[src/rtl/bha_pkg.sv]
package bha_pkg;

    typedef enum logic [2:0] {
        OWN_NONE    = 3'd0,
        OWN_CPU     = 3'd1,
        OWN_DMA     = 3'd2,
        OWN_REF     = 3'd3,
        OWN_EXT     = 3'd4,
        OWN_EXT_RET = 3'd5
    } owner_e;

    typedef struct packed {
        logic dma;
        logic refr;
        logic urgent;
        logic hold;
    } req_t;

    typedef struct packed {
        logic cpu;
        logic dma;
        logic refr;
        logic ext;
    } gnt_t;

    // Fixed order: urgent refresh, DMA, off-chip hold, plain refresh, CPU.
    function automatic owner_e pick_winner(req_t r);
        if (r.refr && r.urgent) return OWN_REF;
        else if (r.dma)         return OWN_DMA;
        else if (r.hold)        return OWN_EXT;
        else if (r.refr)        return OWN_REF;
        else                    return OWN_CPU;
    endfunction

    // Requests that outrank the off-chip holder and so take the bus back.
    function automatic logic outranks_hold(req_t r);
        return r.dma || (r.refr && r.urgent);
    endfunction

    function automatic gnt_t decode_owner(owner_e o);
        gnt_t g;
        g      = '0;
        g.cpu  = (o == OWN_CPU);
        g.dma  = (o == OWN_DMA);
        g.refr = (o == OWN_REF);
        g.ext  = (o == OWN_EXT);
        return g;
    endfunction

endpackage

[src/rtl/bha_hold_sync.sv]
module bha_hold_sync #(
    parameter int STAGES = 2
) (
    input  logic clk,
    input  logic rst,
    input  logic d,
    output logic q
);
    logic [STAGES-1:0] pipe_q;

    always_ff @(posedge clk) begin
        if (rst) pipe_q <= '0;
        else     pipe_q <= (pipe_q << 1) | STAGES'(d);
    end

    assign q = pipe_q[STAGES-1];
endmodule

[src/rtl/bha_prio_pick.sv]
module bha_prio_pick
    import bha_pkg::*;
(
    input  req_t   req,
    output owner_e winner,
    output logic   reclaim
);
    always_comb begin
        winner  = pick_winner(req);
        reclaim = outranks_hold(req);
    end
endmodule

[src/rtl/bha_owner_fsm.sv]
module bha_owner_fsm
    import bha_pkg::*;
(
    input  logic   clk,
    input  logic   rst,
    input  owner_e winner,
    input  logic   reclaim,
    input  logic   hold,
    input  logic   cyc_end,
    output owner_e owner
);
    owner_e st_q, st_d;

    always_comb begin
        st_d = st_q;
        unique case (st_q)
            OWN_NONE: st_d = winner;
            OWN_CPU, OWN_DMA, OWN_REF: begin
                if (cyc_end && (winner != st_q)) st_d = OWN_NONE;
            end
            OWN_EXT: begin
                if (!hold)        st_d = OWN_NONE;
                else if (reclaim) st_d = OWN_EXT_RET;
            end
            OWN_EXT_RET: begin
                if (!hold) st_d = OWN_NONE;
            end
            default: st_d = OWN_NONE;
        endcase
    end

    always_ff @(posedge clk) begin
        if (rst) st_q <= OWN_NONE;
        else     st_q <= st_d;
    end

    assign owner = st_q;
endmodule

[src/rtl/bus_hold_arbiter.sv]
module bus_hold_arbiter
    import bha_pkg::*;
#(
    parameter int SYNC_STAGES = 2
) (
    input  logic clk,
    input  logic rst,
    input  logic dma_req,
    input  logic ref_req,
    input  logic ref_urgent,
    input  logic cyc_end,
    input  logic hldrq,
    output logic cpu_gnt,
    output logic dma_gnt,
    output logic ref_gnt,
    output logic hldak
);
    logic   hold_req_s;
    req_t   req;
    owner_e winner;
    logic   reclaim;
    owner_e owner;
    gnt_t   gnt;

    generate
        if (SYNC_STAGES == 0) begin : g_direct
            assign hold_req_s = hldrq;
        end else begin : g_sync
            bha_hold_sync #(.STAGES(SYNC_STAGES)) u_sync (
                .clk (clk),
                .rst (rst),
                .d   (hldrq),
                .q   (hold_req_s)
            );
        end
    endgenerate

    assign req = '{dma: dma_req, refr: ref_req, urgent: ref_urgent, hold: hold_req_s};

    bha_prio_pick u_pick (
        .req     (req),
        .winner  (winner),
        .reclaim (reclaim)
    );

    bha_owner_fsm u_fsm (
        .clk     (clk),
        .rst     (rst),
        .winner  (winner),
        .reclaim (reclaim),
        .hold    (hold_req_s),
        .cyc_end (cyc_end),
        .owner   (owner)
    );

    assign gnt     = decode_owner(owner);
    assign cpu_gnt = gnt.cpu;
    assign dma_gnt = gnt.dma;
    assign ref_gnt = gnt.refr;
    assign hldak   = gnt.ext;
endmodule

[config.mk]
export PLATFORM = sky130hd
export DESIGN_NAME = bus_hold_arbiter
export DESIGN_NICKNAME = d
export VERILOG_FILES = /design/src/rtl/bha_pkg.sv /design/src/rtl/bha_hold_sync.sv /design/src/rtl/bha_prio_pick.sv /design/src/rtl/bha_owner_fsm.sv /design/src/rtl/bus_hold_arbiter.sv
export SDC_FILE = /design/constraint.sdc
export NUM_CORES = 1
export LEC_CHECK = 0
export ABC_AREA = 1
export ABC_CLOCK_PERIOD_IN_PS = 1200
export BUFFER_PORTS_ARGS = -buffer_cell sky130_fd_sc_hd__buf_2
export CAP_MARGIN = 30
export CORE_AREA = 10 10 47 49
export CTS_CLUSTER_DIAMETER = 40
export CTS_CLUSTER_SIZE = 14
export DETAILED_ROUTE_END_ITERATION = 8
export DIE_AREA = 0 0 57 59
export GPL_TIMING_DRIVEN = 0
export PLACE_DENSITY_LB_ADDON = 0.08
export SETUP_SLACK_MARGIN = 0.15
export SLEW_MARGIN = 20
export SYNTH_ARGS = -nofsm -noshare
export SYNTH_HDL_FRONTEND = slang
export SYNTH_SLANG_ARGS = --single-unit
[constraint.sdc]
create_clock -name clk -period 1.2 [get_ports clk]
set_clock_uncertainty 0.2 [all_clocks]
set_input_delay 0.24 -clock clk [delete_from_list [all_inputs] [get_ports clk]]
set_output_delay 0.24 -clock clk [all_outputs]
set_load 0.01 [all_outputs]
==> run_results.csv, run 1 <==
group,metric,value,unit
placed_design,gp_congestion,0.755,
clock_network,cts_tree,"yes",
route,wire_per_inst,9.98,um
critical_path,endpoint_kind,"primary output",
power,fin_total_pwr,670,uW
sta,finalMaxSlewViolations,0,
yosys,synth_seq_area_share,31.6,%
critical_path,crit_fanout,4,
run_status,status,"finished, violations left",
sta,fin_crit,1.38,ns
route,drt-met1-wl,323,um
run,maxCapViolations,0,
clock_network,h-tree-depth,1,
grt,grt_pass1_wl,1540,um
sta,finalHoldViolations,0,
route,wirelength,868,um
run_status,violations,"setup timing",
grt,antenna_found_initial,0,
power,power.switching,235,uW
clock_network,clkLatencyLatePin,0.24,ns
power,clockPowerShare,27.9,%
power,vdd_ir_drop_max,541,uV
clock_network,max-clock-path-buffers,2,
critical_path,path_class,"flip-flop to primary output",
critical_path,cp_data_arrival_time,0.94,ns
placed_design,dp_hpwl,684,um
power,cellInternalPower,435,uW
critical_path,required,0.76,ns
route,wl_met3,94,um
finish,area_growth,72.7,%
hold_path,hold_path_class,"input pin to flip-flop",
finish,n_fill_cell,162,
die,die_h,59,um
die,die_w,57,um
sta,rsz0062_at_grt,"true",
sta,period_share,115,%
route,ant_nets,0,
route,drt_iter0_markers,4,
grt,grt_use_total,5.55,%
critical_path,path_cells,"inv_6 -> nor3_2 -> buf_2",
clock_network,clk_pin_slew,0.04,ns
yosys,synth_seq_cells,5,
route,wl_met2,439,um
clock_network,cts_buffers,3,
route,drt_pass1_iterations,2,
yosys,syn_nets,57,
placed_design,port_buffers,10,
grt,grt_max_degree,6,
yosys,synthDistinctLibCells,15,
route,routed.top_layer,"met4",
route,num_vias,391,
power,p_per_area,1230,nW/um^2
yosys,avgSynthCellArea,6.33,sq um
power,p_comb_share,39.7,%
finish,num_antenna_cells,0,
power,seq_power_share,32.4,%
finish,final_area,547,sq um
finish,nets,79,
critical_path,cpMaxStageDelayCell,"dfxtp_4",
yosys,syn-cell-area,317,sq um
power,switching_share,35.1,%
sta,fin_ws,-0.178,ns
sta,final-setup-viol-count,6,
route,drc_errors,0,
grt,grt_overflow,0,
critical_path,slowest_delay,0.38,ns
sta,relSlewSlack,86.0,%
die,pin_count,11,
sta,fmax,726,MHz
yosys,netlist_instances,50,
yosys,yosys_warnings,0,
die,core_area,1400,sq um
critical_path,start_kind,"flip-flop",
grt,grt_pass1_vias,398,
die,start_util,22.6,%
die,die-area,3360,sq um
die,rows,14,
clock_network,cts-root-buf,"clkbuf_4",
clock_network,cts.sinks,5,
sta,tightest_slew,0.210,ns
route,avgViaCountPerCell,4.49,
finish,final_layout_size_suffix_gt1_share,59.2,%
power,leakage,0.000273,uW
placed_design,placed_area,404,sq um
-- power by group through the flow --
stage	Clock [uW]	Combinational, uW	Sequential, uW
5_1_grt	206	297	219
6_report	187	266	217
3_3_place_gp	0	186	215
3_5_place_dp	0	185	214
2_1_floorplan	0	132	208
4_1_cts	197	250	213
-- cells in the mapped netlist --
| cell | number | area share [%] |
|---|---|---|
| nand2_1 | 8 | 9.5 |
| inv_1 | 6 | 7.1 |
| nor2_1 | 6 | 7.1 |
| dfxtp_1 | 5 | 32 |
| nand2_2 | 5 | 9.9 |
| inv_2 | 4 | 4.7 |
| nor3_1 | 4 | 6.3 |
| a21oi_1 | 3 | 4.7 |
| nand3_1 | 3 | 4.7 |
| a22oi_1 | 1 | 2.4 |
| nand3_2 | 1 | 3.2 |
| nand4_1 | 1 | 2.0 |
| o211ai_1 | 1 | 2.4 |
| o21ai_1 | 1 | 1.6 |
| o21ai_2 | 1 | 2.8 |
-- metal layers --
metal	track usage, %	vias up
met3	2.58	2
met4	4.03	0
li1	-	205
met1	5.14	175
met2	9.46	9
met5	0	-
-- registers in the layout, summed over array words and instances, names as in the netlist --
signal,cells
u_fsm.owner,3
g_sync.u_sync.pipe_q,2
-- worst max-delay path, delay by kind of cell (launching register included) --
family                 cells  cell delay (ns)
AND/OR/NAND/NOR            1             0.13
flip-flops                 1             0.38
buffers and inverters      2             0.20
-- cell families (layout without fill, tap and decap cells) --
kind of cell / after synthesis / after routing / synth area share [%]
and+or+nand+nor: 28 / 28 / 42.7
AOI/OAI and AO/OA: 7 / 7 / 13.8
DFF: 5 / 5 / 31.6
buffers and inverters: 10 / 31 / 11.9
-- stage by stage --
step | cells | hold slack, ns | TNS, ns | worst slack, ns | utilization, %
global placement | 76 | 0.184 | -0.212 | -0.155 | 28.8
global route | 87 | 0.0404 | -1.24 | -0.241 | 39.0
detailed placement | 76 | 0.188 | -0.203 | -0.154 | 28.8
floorplan | 50 | 0.102 | -0.00581 | -0.00581 | -
finish | 87 | 0.0188 | -0.847 | -0.178 | 39.0
CTS | 87 | 0.0165 | -0.962 | -0.205 | 37.6
-- cell type report --
| cell class | count | area, sq um | area share (%) |
|---|---|---|---|
| Timing Repair Buffer | 17 | 119 | 21.7 |
| Tap cell | 16 | 20.0 | 3.66 |
| Sequential cell | 5 | 115 | 21.1 |
| Inverter | 10 | 47.5 | 8.70 |
| Multi-Input combinational cell | 35 | 219 | 40.0 |
| Clock buffer | 4 | 26.3 | 4.81 |
-- path summary, 6_finish.rpt --
check,end,slack (ns),start,depth (start not counted)
max,ref_gnt,-0.18,u_fsm.owner[0],3
min,g_sync.u_sync.pipe_q[1],0.02,rst,2
max reg2reg,u_fsm.owner[0],-0.17,u_fsm.owner[0],8
min reg2reg,g_sync.u_sync.pipe_q[1],0.19,g_sync.u_sync.pipe_q[0],2
-- layout by cell type (no fill, tap or decap), drive strengths merged --
cell         instances
nand3                4
clkbuf               4
a21oi                3
inv                 10
o211ai               1
a22oi                1
dlygate4sd3          1
buf                 16
nand4                1
nand2               13
nor2                 6
nor3                 4
o21ai                2
dfxtp                5
-- repair_timing --
| item | CTS | global route |
|---|---|---|
| hold buffers | 1 | 0 |
| resized for setup | 12 | 6 |
| endpoints found under the setup margin | 7 | 7 |
| hold endpoints to repair | 1 | 0 |
| setup buffers | 6 | 0 |
| pin swaps | 4 | 9 |
(Power assumes the default switching activity.)
==> run 2, diff against run 1 <==
--- a/config.mk
+++ b/config.mk
@@ -9,11 +9,13 @@
 export ABC_CLOCK_PERIOD_IN_PS = 1200
 export BUFFER_PORTS_ARGS = -buffer_cell sky130_fd_sc_hd__buf_2
 export CAP_MARGIN = 30
-export CORE_AREA = 10 10 47 49
+export CELL_PAD_IN_SITES_DETAIL_PLACEMENT = 0
+export CELL_PAD_IN_SITES_GLOBAL_PLACEMENT = 2
+export CORE_MARGIN = 10
+export CORE_UTILIZATION = 20
 export CTS_CLUSTER_DIAMETER = 40
 export CTS_CLUSTER_SIZE = 14
 export DETAILED_ROUTE_END_ITERATION = 8
-export DIE_AREA = 0 0 57 59
 export GPL_TIMING_DRIVEN = 0
 export PLACE_DENSITY_LB_ADDON = 0.08
 export SETUP_SLACK_MARGIN = 0.15
==> run_results.csv, run 2 (synthesized netlist as in run 1, its figures left out) <==
group,metric,value,unit
placed_design,post-place-cells,76,
critical_path,start_kind,"flip-flop",
die,die_w,59.8,um
placed_design,gp_congestion,0.712,
hold_path,whs_path_depth,2,
sta,relSlewSlack,85.1,%
placed_design,dp_hpwl,736,um
critical_path,ff2ff_path_depth,9,
critical_path,r2r_end,"u_fsm.owner[0]",
clock_network,cts.sinks,5,
critical_path,rrSetupSlack,-0.14,ns
clock_network,max-clock-path-buffers,2,
die,start_util,21.0,%
route,wire_per_inst,11.0,um
power,p_per_area,1230,nW/um^2
sta,tightest_slew,0.221,ns
placed_design,port_buffers,10,
grt,grt_overflow,0,
hold_path,whs_endpoint,"u_fsm.owner[1]",
grt,grt_max_degree,6,
finish,final_cell_mix,"buf_2 (9), nand2_1 (8), inv_1 (6), buf_4 (6)",
clock_network,clk_pin_slew,0.04,ns
finish,largest_reg_flops,3,
finish,fin_util,37.3,%
sta,rsz0062_at_grt,"true",
critical_path,worstReg2RegStart,"u_fsm.owner[0]",
power,vdd_ir_drop_max,698,uV
clock_network,cts_buffers,3,
critical_path,cp_data_arrival_time,0.94,ns
die,die_h,59.8,um
placed_design,place_ws,-0.142,ns
sta,fin_crit,1.38,ns
finish,final_layout_size_suffix_gt1_share,63.9,%
die,die-area,3570,sq um
finish,instances_no_fill,88,
finish,num_antenna_cells,0,
route,drc_errors,0,
power,fin_total_pwr,693,uW
finish,area_growth,77.5,%
critical_path,endpoint_kind,"primary output",
route,num_vias,387,
critical_path,crit_fanout,4,
sta,fmax,724,MHz
grt,grt_pass1_wl,1640,um
die,core_area,1510,sq um
critical_path,required,0.76,ns
clock_network,cts-root-buf,"clkbuf_4",
sta,finalHoldViolations,0,
run_status,violations,"setup timing",
hold_path,hold_path_class,"input pin to flip-flop",
route,ant_nets,0,
clock_network,h-tree-depth,1,
clock_network,cts_tree,"yes",
power,leakage,0.000273,uW
die,rows,14,
route,drt_pass1_iterations,4,
finish,nets,80,
run,maxCapViolations,0,
finish,final_common_cell,"buf_2",
grt,antenna_found_initial,0,
route,avgViaCountPerCell,4.40,
route,drt_iter0_markers,1,
sta,fin_ws,-0.181,ns
clock_network,clkLatencyLatePin,0.24,ns
sta,final-setup-viol-count,6,
sta,finalMaxSlewViolations,0,
sta,period_share,115,%
hold_path,hp-start,"rst",
critical_path,path_class,"flip-flop to primary output",
route,wirelength,968,um
grt,grt_pass1_vias,431,
die,pin_count,11,
run_status,status,"finished, violations left",
grt,grt_use_total,5.95,%
## run 2: cell count changes in the layout (fill, tap and decap cells not counted), sizes merged
cell  before  now
buf       16   17
## run 2: power by group
part | total (uW) | internal [uW] | switching [uW]
sequential | 214 | 186 | 28.1
combinational | 289 | 134 | 155
clock | 189 | 125 | 64.1
## run 2: worst max path at each step
| stage | startpoint | endpoint | slack, ns | depth (start not counted) |
|---|---|---|---|---|
| 2_1_floorplan | g_sync.u_sync.pipe_q[1] | u_fsm.owner[0] | -0.006 | 11 |
| 3_3_place_gp | ref_req | u_fsm.owner[0] | -0.18 | 10 |
| 3_5_place_dp | ref_req | u_fsm.owner[0] | -0.14 | 11 |
| 4_1_cts | u_fsm.owner[1] | hldak | -0.20 | 4 |
| 5_1_grt | u_fsm.owner[1] | hldak | -0.23 | 4 |
| 6_report | u_fsm.owner[1] | hldak | -0.18 | 4 |
## run 2: routing by layer
layer | routed length [um] | up-vias | GRT usage, %
met3 | 89 | 2 | 2.12
met5 | 0 | - | 0
li1 | - | 203 | -
met2 | 453 | 9 | 9.12
met1 | 422 | 173 | 6.05
met4 | 4 | 0 | 5.77
## run 2: worst max-delay path, cell delays in order (launching register included)
cell     delay [ns]
dfxtp_4        0.36
inv_6          0.08
nand2_4        0.05
nor2_4         0.10
buf_6          0.11
## run 2: repair_timing
action	CTS	global route
buffers inserted	7	0
setup endpoints to repair	7	7
hold endpoints to repair	1	0
gates resized for setup	15	4
hold buffers	1	0
pin swaps	10	5
## run 2: through the flow
step / hold WS (ns) / setup TNS [ns] / cell area (sq um)
final: 0.0130 / -0.823 / 562
after global routing: 0.0284 / -1.29 / 562
after CTS: 0.0185 / -0.941 / 544
after detailed placement: 0.195 / -0.220 / 404
after global placement: 0.195 / -0.285 / 404
after floorplan: 0.102 / -0.00581 / 334
## run 2: area by class of cell
cell class / count / area, sq um
fill: 178 / 945
multi-input combinational: 35 / 233
timing repair buffer: 18 / 123
sequential: 5 / 115
inverter: 10 / 45.0
clock buffer: 4 / 26.3
tap: 16 / 20.0
==> run 3, diff against run 2 <==
--- a/config.mk
+++ b/config.mk
@@ -12,7 +12,7 @@
 export CELL_PAD_IN_SITES_DETAIL_PLACEMENT = 0
 export CELL_PAD_IN_SITES_GLOBAL_PLACEMENT = 2
 export CORE_MARGIN = 10
-export CORE_UTILIZATION = 20
+export CORE_UTILIZATION = 19
 export CTS_CLUSTER_DIAMETER = 40
 export CTS_CLUSTER_SIZE = 14
 export DETAILED_ROUTE_END_ITERATION = 8
@@ -22,4 +22,5 @@
 export SLEW_MARGIN = 20
 export SYNTH_ARGS = -nofsm -noshare
 export SYNTH_HDL_FRONTEND = slang
+export SYNTH_HIERARCHICAL = 1
 export SYNTH_SLANG_ARGS = --single-unit
==> run_results.csv, run 3 <==
group,metric,value,unit
run_status,status,"finished, violations left",
run_status,violations,"setup timing",
placed_design,dp_hpwl,765,um
finish,final_common_cell,"nand2_1",
sta,rsz0062_at_grt,"true",
sta,finalHoldViolations,0,
critical_path,ff2ff_path_depth,10,
finish,area_growth,60.9,%
run,maxCapViolations,0,
placed_design,gp_congestion,0.666,
hold_path,hold_path_class,"input pin to flip-flop",
sta,whs,0.0175,ns
grt,grt_pass1_vias,447,
sta,finalMaxSlewViolations,0,
power,leakage,0.000300,uW
yosys,netlist_instances,64,
yosys,synth_most_common_cell,"nand2_1",
power,p_per_area,1170,nW/um^2
grt,grt_use_total,5.75,%
yosys,syn_nets,71,
grt,antenna_found_initial,0,
clock_network,clk_pin_slew,0.04,ns
clock_network,clkLatencyLatePin,0.24,ns
finish,nets,92,
critical_path,required,1.14,ns
route,drc_errors,0,
yosys,synth_common_cells,"nand2_1 (18), inv_1 (15), nor2_1 (8)",
finish,final_layout_size_suffix_gt1_share,56.0,%
route,drt_iter0_markers,7,
hold_path,whs_path_depth,2,
power,vdd_ir_drop_max,813,uV
sta,relSlewSlack,91.0,%
critical_path,endpoint_kind,"flip-flop",
route,avgViaCountPerCell,3.77,
yosys,async_flop_share,0,%
power,power.switching,238,uW
yosys,synth_seq_cells,5,
die,die-area,3970,sq um
clock_network,cts_buffers,3,
route,ant_nets,0,
yosys,synth_edf_count,0,
finish,num_antenna_cells,0,
yosys,syn-cell-area,352,sq um
critical_path,path_class,"flip-flop to flip-flop",
grt,grt_max_degree,10,
yosys,yosys_warnings,6,
yosys,synth_top_cell_area_share,28.5,%
route,num_vias,411,
die,rows,15,
finish,fin_util,32.4,%
finish,final_cell_mix,"nand2_1 (15), inv_1 (10), buf_2 (10)",
placed_design,port_buffers,10,
sta,tightest_slew,0.134,ns
sta,period_share,115,%
sta,fin_ws,-0.183,ns
power,cellInternalPower,424,uW
die,die_h,63.0,um
power,p_comb_share,36.9,%
yosys,synth_area_leaders,"dfxtp_1 (28%), nand2_1 (19%), inv_1 (16%)",
yosys,synthDistinctLibCells,12,
critical_path,start_kind,"flip-flop",
power,clockPowerShare,29.0,%
route,wirelength,1020,um
clock_network,max-clock-path-buffers,2,
sta,fin_crit,1.38,ns
yosys,avgSynthCellArea,5.49,sq um
grt,grt_overflow,0,
yosys,synth_seq_area_share,28.5,%
finish,largest_reg_flops,3,
clock_network,cts.sinks,5,
yosys,synth-main-ff-cell,"dfxtp_1",
clock_network,cts-root-buf,"clkbuf_4",
sta,fmax,723,MHz
clock_network,h-tree-depth,1,
critical_path,cp_data_arrival_time,1.32,ns
die,pin_count,11,
sta,final-setup-viol-count,6,
die,start_util,20.1,%
power,switching_share,36.0,%
die,die_w,63.0,um
die,core_area,1750,sq um
route,drt_pass1_iterations,4,
yosys,synth_top_area_cell,"dfxtp_1",
grt,grt_pass1_wl,1810,um
route,wire_per_inst,9.39,um
power,seq_power_share,34.1,%
critical_path,crit_fanout,4,
clock_network,cts_tree,"yes",
[run 3: cell families after synthesis]
group	synth area share [%]
AO/OA/AOI/OAI	11.4
buffers and inverters	18.1
flip-flops	28.5
AND/OR/NAND/NOR	42.0
[run 3: metrics by stage]
stage,setup WS (ns),instance area [sq um],std cells,setup TNS (ns),total power (uW)
final,-0.183,566,109,-0.896,662
after floorplan,-0.0838,367,64,-0.110,349
after detailed placement,-0.333,448,99,-0.876,409
after CTS,-0.180,548,107,-0.980,651
after global placement,-0.314,448,99,-0.882,411
after global routing,-0.258,566,109,-1.50,739
[run 3: power by group through the flow]
stage | logic [uW] | registers, uW | clock network (uW)
after global routing | 281 | 232 | 225
after floorplan | 137 | 212 | 0
after CTS | 216 | 231 | 203
after detailed placement | 185 | 224 | 0
final | 244 | 226 | 192
after global placement | 185 | 226 | 0
[run 3: layout make-up]
type / instances / area [sq um]
clock buffers: 4 / 26.3
fillers: 215 / 1180
inverters: 17 / 63.8
multi-input cells: 42 / 234
flip-flops and latches: 5 / 113
well taps: 25 / 31.3
repair buffers: 16 / 97.6
[run 3: per-layer routing]
metal	vias to the layer above	part of all wire (%)	global-route usage [%]
met5	-	0	0
met4	0	0	1.68
met3	0	8.4	4.48
met2	10	49	9.39
met1	173	43	5.45
li1	228	-	-
[run 3: timing repair]
item                                    in CTS  in global routing
gates cloned                                 0                  0
hold buffers                                 1                  0
buffers inserted                             3                  2
pin swaps                                    4                  1
resized for setup                           18                  2
endpoints found under the hold margin        1                  0
endpoints found under the setup margin       7                  7
[run 3: worst paths after layout]
path                                start                 endpoint  slack [ns]
hold / removal                        rst  g_sync.u_sync/pipe_q[1]        0.02
hold reg to reg   g_sync.u_sync/pipe_q[0]  g_sync.u_sync/pipe_q[1]        0.20
setup / recovery  g_sync.u_sync/pipe_q[1]           u_fsm/owner[0]       -0.18
setup reg to reg  g_sync.u_sync/pipe_q[1]           u_fsm/owner[0]       -0.18
[run 3: worst max-delay path, cell delays in order (launching register included)]
cell	delay [ns]
dfxtp_4	0.36
o21ai_2	0.16
inv_2	0.06
nand2_1	0.06
nand2_1	0.06
nand3_2	0.08
nand2_2	0.06
nand2_2	0.08
nand3_2	0.07
nand2_1	0.06
nor2_1	0.03
